## config.mk

```make
export PLATFORM = sky130hd
export DESIGN_NAME = pit_channel
export DESIGN_NICKNAME = d
export VERILOG_FILES = /design/src/rtl/pit_pkg.sv /design/src/rtl/pit_step_dec.sv /design/src/rtl/pit_cfg.sv /design/src/rtl/pit_core.sv /design/src/rtl/pit_channel.sv
export SDC_FILE = /design/constraint.sdc
export NUM_CORES = 1
export LEC_CHECK = 0
export BUFFER_PORTS_ARGS = -buffer_cell sky130_fd_sc_hd__clkbuf_2
export CAP_MARGIN = 20
export CORE_AREA = 2 2 91 93
export DETAILED_ROUTE_END_ITERATION = 6
export DIE_AREA = 0 0 93 95
export GPL_TIMING_DRIVEN = 0
export PLACE_DENSITY = 0.77
export RECOVER_POWER = 25
export SYNTH_ARGS = -nofsm -noshare
export SYNTH_HDL_FRONTEND = slang
export SYNTH_SLANG_ARGS = --single-unit
```

## constraint.sdc

```tcl
create_clock -name clk -period 1.2 [get_ports clk]
set_input_delay 0.06 -clock clk [delete_from_list [all_inputs] [get_ports clk]]
set_output_delay 0.06 -clock clk [all_outputs]
set_load 0.02 [all_outputs]
```

## src/rtl/pit_pkg.sv

```systemverilog
package pit_pkg;
  parameter int unsigned PIT_W = 16;
  localparam int unsigned PIT_DIGITS = PIT_W / 4;

  typedef enum logic [2:0] {
    MD_TERM    = 3'd0,
    MD_ONESHOT = 3'd1,
    MD_RATE    = 3'd2,
    MD_SQUARE  = 3'd3,
    MD_SWSTB   = 3'd4,
    MD_HWSTB   = 3'd5
  } pit_mode_e;

  typedef struct packed {
    pit_mode_e        mode;
    logic             bcd;
    logic [PIT_W-1:0] init;
  } pit_cfg_t;

  // codes 6 and 7 fold onto the periodic modes
  function automatic pit_mode_e fold_mode(input logic [2:0] code);
    if (code[2:1] == 2'b11) return pit_mode_e'({1'b0, code[1:0]});
    return pit_mode_e'(code);
  endfunction
endpackage

```

## src/rtl/pit_step_dec.sv

```systemverilog
module pit_step_dec
  import pit_pkg::*;
(
  input  logic [PIT_W-1:0] val,
  input  logic             bcd,
  input  logic [1:0]       amt,
  output logic [PIT_W-1:0] res
);
  localparam int unsigned ND = PIT_DIGITS;

  logic [ND-1:0]    brw;
  logic [PIT_W-1:0] dec_res;
  logic [PIT_W-1:0] bin_res;

  assign brw[0]  = 1'b0;
  assign bin_res = val - PIT_W'(amt);

  for (genvar g = 0; g < ND; g++) begin : g_dig
    logic [4:0] dig;
    logic [4:0] need;
    logic [4:0] diff;
    logic       lt;
    assign dig  = {1'b0, val[4*g +: 4]};
    assign need = ((g == 0) ? {3'b000, amt} : 5'd0) + {4'b0000, brw[g]};
    assign lt   = dig < need;
    assign diff = lt ? (dig + 5'd10 - need) : (dig - need);
    assign dec_res[4*g +: 4] = diff[3:0];
    if (g < ND - 1) begin : g_chain
      assign brw[g+1] = lt;
    end
  end

  assign res = bcd ? dec_res : bin_res;
endmodule

```

## src/rtl/pit_cfg.sv

```systemverilog
module pit_cfg
  import pit_pkg::*;
(
  input  logic             clk,
  input  logic             rst_n,
  input  logic             load_stb,
  input  pit_mode_e        ld_mode,
  input  logic             ld_bcd,
  input  logic [PIT_W-1:0] ld_value,
  output pit_cfg_t         cfg,
  output logic             programmed
);
  pit_cfg_t cfg_q, cfg_n;
  logic     prog_q, prog_n;

  always_comb begin
    cfg_n  = cfg_q;
    prog_n = prog_q;
    if (load_stb) begin
      cfg_n.mode = ld_mode;
      cfg_n.bcd  = ld_bcd;
      cfg_n.init = ld_value;
      prog_n     = 1'b1;
    end
  end

  always_ff @(posedge clk or negedge rst_n) begin
    if (!rst_n) begin
      cfg_q  <= '{mode: MD_TERM, bcd: 1'b0, init: '0};
      prog_q <= 1'b0;
    end else begin
      cfg_q  <= cfg_n;
      prog_q <= prog_n;
    end
  end

  assign cfg        = cfg_q;
  assign programmed = prog_q;
endmodule

```

## src/rtl/pit_core.sv

```systemverilog
module pit_core
  import pit_pkg::*;
(
  input  logic             clk,
  input  logic             rst_n,
  input  logic             tick_en,
  input  logic             gate_in,
  input  logic             load_stb,
  input  pit_mode_e        ld_mode,
  input  logic [PIT_W-1:0] ld_value,
  input  pit_cfg_t         cfg,
  input  logic             programmed,
  output logic             out_o,
  output logic [PIT_W-1:0] cnt_o
);
  localparam logic [PIT_W-1:0] ONE = PIT_W'(1);
  localparam logic [PIT_W-1:0] TWO = PIT_W'(2);

  logic [PIT_W-1:0] cnt_q, cnt_n;
  logic             out_q, out_n;
  logic             run_q, run_n;
  logic             fired_q, fired_n;
  logic             gate_q;

  logic [PIT_W-1:0] cnt_step, init_m1, low_reload;
  logic             is_square, gate_rise, restart_mode, gate_free, cnt_en;
  logic             at_one, sq_end, pulse_mode;

  assign is_square = (cfg.mode == MD_SQUARE);

  pit_step_dec u_step (
    .val (cnt_q),
    .bcd (cfg.bcd),
    .amt (is_square ? 2'd2 : 2'd1),
    .res (cnt_step)
  );

  pit_step_dec u_low (
    .val (cfg.init),
    .bcd (cfg.bcd),
    .amt (2'd1),
    .res (init_m1)
  );

  assign low_reload   = cfg.init[0] ? init_m1 : cfg.init;
  assign gate_rise    = gate_in & ~gate_q;
  assign restart_mode = (cfg.mode == MD_ONESHOT) | (cfg.mode == MD_RATE) |
                        (cfg.mode == MD_SQUARE)  | (cfg.mode == MD_HWSTB);
  assign gate_free    = (cfg.mode == MD_ONESHOT) | (cfg.mode == MD_HWSTB);
  assign cnt_en       = run_q & (gate_in | gate_free);
  assign at_one       = (cnt_q == ONE);
  assign sq_end       = at_one | (cnt_q == TWO);
  assign pulse_mode   = (cfg.mode == MD_RATE) | (cfg.mode == MD_SWSTB) |
                        (cfg.mode == MD_HWSTB);

  always_comb begin
    cnt_n   = cnt_q;
    out_n   = out_q;
    run_n   = run_q;
    fired_n = fired_q;
    if (load_stb) begin
      cnt_n   = ld_value;
      fired_n = 1'b0;
      out_n   = (ld_mode == MD_ONESHOT) | (ld_mode == MD_SQUARE);
      run_n   = !((ld_mode == MD_ONESHOT) | (ld_mode == MD_HWSTB));
    end else if (programmed && gate_rise && restart_mode) begin
      cnt_n   = cfg.init;
      run_n   = 1'b1;
      fired_n = 1'b0;
      out_n   = is_square;
    end else if (programmed) begin
      if (is_square && !gate_in) out_n = 1'b1;
      if (tick_en) begin
        if (pulse_mode) out_n = 1'b0;
        if (cnt_en) begin
          case (cfg.mode)
            MD_TERM, MD_ONESHOT: begin
              cnt_n = cnt_step;
              if (at_one) out_n = 1'b1;
            end
            MD_RATE: begin
              if (at_one) begin
                cnt_n = cfg.init;
                out_n = 1'b1;
              end else begin
                cnt_n = cnt_step;
              end
            end
            MD_SQUARE: begin
              if (sq_end) begin
                out_n = ~out_q;
                cnt_n = out_q ? low_reload : cfg.init;
              end else begin
                cnt_n = cnt_step;
              end
            end
            MD_SWSTB, MD_HWSTB: begin
              cnt_n = cnt_step;
              if (at_one && !fired_q) begin
                out_n   = 1'b1;
                fired_n = 1'b1;
              end
            end
            default: cnt_n = cnt_q;
          endcase
        end
      end
    end
  end

  always_ff @(posedge clk or negedge rst_n) begin
    if (!rst_n) begin
      cnt_q   <= '0;
      out_q   <= 1'b0;
      run_q   <= 1'b0;
      fired_q <= 1'b0;
      gate_q  <= 1'b0;
    end else begin
      cnt_q   <= cnt_n;
      out_q   <= out_n;
      run_q   <= run_n;
      fired_q <= fired_n;
      gate_q  <= gate_in;
    end
  end

  assign out_o = out_q;
  assign cnt_o = cnt_q;
endmodule

```

## src/rtl/pit_channel.sv

```systemverilog
module pit_channel
  import pit_pkg::*;
(
  input  logic             clk,
  input  logic             rst_n,
  input  logic             tick_en,
  input  logic             gate_in,
  input  logic             load_stb,
  input  logic [2:0]       load_mode,
  input  logic             load_bcd,
  input  logic [PIT_W-1:0] load_value,
  output logic             timer_out,
  output logic [PIT_W-1:0] count_value
);
  logic [1:0] rst_sync_q;
  logic       core_rst_n;
  pit_mode_e  ld_mode;
  pit_cfg_t   cfg;
  logic       programmed;

  always_ff @(posedge clk or negedge rst_n) begin
    if (!rst_n) rst_sync_q <= 2'b00;
    else        rst_sync_q <= {rst_sync_q[0], 1'b1};
  end
  assign core_rst_n = rst_sync_q[1];

  assign ld_mode = fold_mode(load_mode);

  pit_cfg u_cfg (
    .clk        (clk),
    .rst_n      (core_rst_n),
    .load_stb   (load_stb),
    .ld_mode    (ld_mode),
    .ld_bcd     (load_bcd),
    .ld_value   (load_value),
    .cfg        (cfg),
    .programmed (programmed)
  );

  pit_core u_core (
    .clk        (clk),
    .rst_n      (core_rst_n),
    .tick_en    (tick_en),
    .gate_in    (gate_in),
    .load_stb   (load_stb),
    .ld_mode    (ld_mode),
    .ld_value   (load_value),
    .cfg        (cfg),
    .programmed (programmed),
    .out_o      (timer_out),
    .cnt_o      (count_value)
  );
endmodule

```

==> flow_metrics.py <==
metrics = {
    "run_status": {
        "status": "finished with violations",
        "violations": "negative setup slack",
    },
    "power": {
        "p_int_mw": 3.60,
        "power_density_mw_per_mm2": 1050,
        "switching_share_pct": 42.1,
        "p_comb_share_pct": 51.4,
        "power.switching_mw": 2.62,
        "ir_drop_uv": 825,
        "p_seq_share_pct": 31.6,
        "p_leak_nw": 2.53,
        "pwr-share-clk_pct": 17.0,
        "p_total_mw": 6.22,
    },
    "layout": {
        "drive_gt1_share_pct": 37.2,
        "nets": 708,
        "diodes": 0,
        "layoutNonFillerInstCount": 744,
        "final_cell_area_mm2": 0.00594,
        "syn2layout_area_growth_pct": 42.2,
        "fillers": 587,
    },
    "logic_synthesis": {
        "synth_edf_count": 0,
        "ys_seq_area_share_pct": 25.8,
        "syn_nets": 590,
        "synth_cells": 520,
        "syn_area_mm2": 0.00418,
        "yosys_warnings": 0,
        "synth.distinct_cells": 65,
        "synth_top_flop_cell": "dfrtp_1",
        "ys_seq_elements": 43,
        "synth_top_area_cell": "dfrtp_1",
        "ys_async_sr_fraction_pct": 100,
        "synth.area.top_cells": "dfrtp_1, ha_1, nand2_1",
        "synth.most_common_cell": "nand2_1",
        "synth.top_cell.area_share_pct": 25.8,
        "netlist_top_cells_count": "nand2_1, inv_1, dfrtp_1, ha_1, o21ai_0",
        "syn_avg_cell_area_um2": 8.03,
    },
    "sta": {
        "fmax_ghz": 0.263,
        "setup_viol": 36,
        "skew_ns": 0.00448,
        "maxSlewViolCount": 0,
        "relSlewSlack_pct": 33.4,
        "tightest_slew_ns": 1.00,
        "hold_viol": 0,
        "min_period_over_period_pct": 317,
        "period_needed_ns": 3.80,
        "grt_setup_unrepaired": "yes",
        "worst_slack_ns": -2.60,
    },
    "global_route": {
        "first_global_vias": 4501,
        "grt_pass1_wl_um": 23700,
        "antenna_found_initial": 0,
        "grt_max_degree": 42,
        "grt_usage_pct": 35.4,
        "grt_overflow": 0,
    },
    "worst_hold_path": {
        "holdPathStages": 3,
        "hold_path_class": "in -> reg",
        "worstHoldStart": "load_value[14]",
        "whs_endpoint": "u_cfg.cfg[14]",
    },
    "floorplanning": {
        "design.die.area_mm2": 0.00884,
        "die_h_um": 95,
        "pin_count": 42,
        "core_area_mm2": 0.00793,
        "start_util_pct": 52.7,
        "rows": 33,
        "die_w_um": 93,
    },
    "worst_setup_path": {
        "cp.arrival_ns": 3.99,
        "worst-r2r-cell-count": 26,
        "crit_type": "reg -> reg",
        "cp-end-kind": "flip-flop",
        "reg2reg_to": "u_core.cnt_o[14]",
        "start_kind": "flip-flop",
        "cp_max_fo": 3,
        "r2r_start": "u_cfg.cfg[18]",
        "reg2reg_slack_ns": -2.60,
        "cp.required_ns": 1.39,
    },
    "clock_tree": {
        "cts_buffers": 5,
        "clk_latency_ns": 0.30,
        "clockRootBuffer": "clkbuf_8",
        "cts_tree": "yes",
        "cts_max_level": 2,
        "clock_sinks": 43,
        "clk_pin_slew_ns": 0.09,
        "cts_buffer_depth": 2,
    },
    "drt": {
        "routed_wl_um": 16100,
        "vias": 4754,
        "wl_per_cell_um": 21.6,
        "drt-initial-drc-count": 536,
        "routed_via_density": 6.39,
        "ant_nets": 0,
        "drc": 0,
        "drt_pass1_iterations": 5,
    },
    "placement": {
        "dp_slack_ns": -3.25,
        "port_buffers": 41,
        "place.gp.congestion": 1.00,
        "place_area_mm2": 0.00474,
        "post-place-cells": 666,
        "hpwl_um": 10100,
    },
    "run": {
        "cap_violations": 0,
    },
}
per-layer routing:
layer | global-route usage [%] | vias up | wire, µm
li1 | - | 2123 | -
met1 | 44.0 | 2248 | 6220
met2 | 60.6 | 313 | 7770
met3 | 5.35 | 70 | 1430
met4 | 16.5 | 0 | 657
met5 | 0 | - | 0
cell usage in the layout (no fill, tap or decap), types with 9 or more instances in the layout:
cell	n
inv_1	35
nand4_1	12
nand2_1	50
ha_1	17
o211ai_1	12
o21ai_0	31
ha_4	20
nand3_1	12
a21oi_1	21
buf_6	28
dlygate4sd3_1	9
dfrtp_1	35
nor2_1	20
a31oi_1	9
clkbuf_2	43
xnor2_1	18
o22ai_1	9
buf_4	38
clkbuf_1	9
inv_2	11
state kept, by name, indices dropped and copies added, names as in the netlist:
register and count:
rst_sync_q 2, u_core.gate_q 1, u_core.fired_q 1, u_core.cnt_o 16, u_core.run_q 1, u_cfg.programmed 1
u_core.out_o 1, u_cfg.cfg 20
worst max-delay path by stage:
stage | start | end | cells after the start
after global placement | u_cfg.cfg[0] | u_core.cnt_o[14] | 22
after CTS | u_cfg.cfg[19] | u_core.cnt_o[14] | 25
after detailed placement | u_cfg.cfg[0] | u_core.cnt_o[14] | 22
after global routing | u_cfg.cfg[18] | u_core.cnt_o[13] | 24
after floorplan | u_cfg.cfg[19] | u_core.cnt_o[14] | 25
final | u_cfg.cfg[18] | u_core.cnt_o[14] | 26
metrics by stage:
step | hold WS, ns | TNS [ns] | utilization [%]
2_1_floorplan | -0.236 | -27.87 | -
3_3_place_gp | -0.154 | -42.39 | 59.8
4_1_cts | 0.00419 | -33.92 | 71.7
6_report | 0.00243 | -36.50 | 74.9
5_1_grt | 0.0210 | -40.05 | 74.9
3_5_place_dp | -0.154 | -43.42 | 59.8
kinds of logic (layout without fill, tap and decap cells):
kind of cell | count (synthesis) | after routing | share of synthesized area (%)
fa+ha+maj | 45 | 45 | 13.8
flops | 43 | 43 | 25.8
compound gates | 151 | 151 | 24.2
mux | 13 | 13 | 3.30
simple gates | 163 | 163 | 19.8
other cells | 1 | 1 | 0.0898
xor+xnor | 26 | 26 | 5.45
buf+inv | 78 | 197 | 7.49
power groups by stage:
stage	Combinational, mW	Clock [mW]	Sequential, mW
floorplan	1.59	0	2.02
global placement	2.24	0	1.97
detailed placement	2.31	0	1.97
CTS	2.82	1.06	1.94
global route	3.44	1.10	1.99
finish	3.20	1.06	1.96
area by class of cell:
type / instances / area, µm² / share of cell area [%]
clock buffer: 8 / 100 / 1.69
tap: 105 / 131 / 2.21
sequential: 43 / 1090 / 18.3
inverter: 53 / 221 / 3.73
multi-input combinational: 399 / 3330 / 56.1
timing repair buffer: 115 / 900 / 15.2
buffer: 21 / 165 / 2.78
critical path, cell delays in order, from the launching register on:
cell,delay [ns]
dfrtp_1,0.40
buf_6,0.13
nand3b_1,0.16
buf_6,0.14
buf_6,0.11
inv_8,0.03
fa_2,0.35
and2_4,0.17
ha_4,0.17
ha_4,0.16
nand2_4,0.07
inv_4,0.04
ha_4,0.16
ha_4,0.17
nand2_4,0.07
inv_4,0.05
ha_4,0.14
inv_2,0.05
ha_4,0.11
inv_2,0.04
ha_4,0.24
nand2_1,0.04
o211ai_1,0.07
o21ai_1,0.09
mux2i_1,0.15
a2111oi_1,0.07
o32a_1,0.31
timing repair:
action,4_1_cts,5_1_grt
endpoints found under the hold margin,11,0
hold buffers,9,0
resized for setup,100,47
setup buffers,52,17
pin swaps,34,32
endpoints found under the setup margin,31,36
Power figures use the tool's default switching activity.
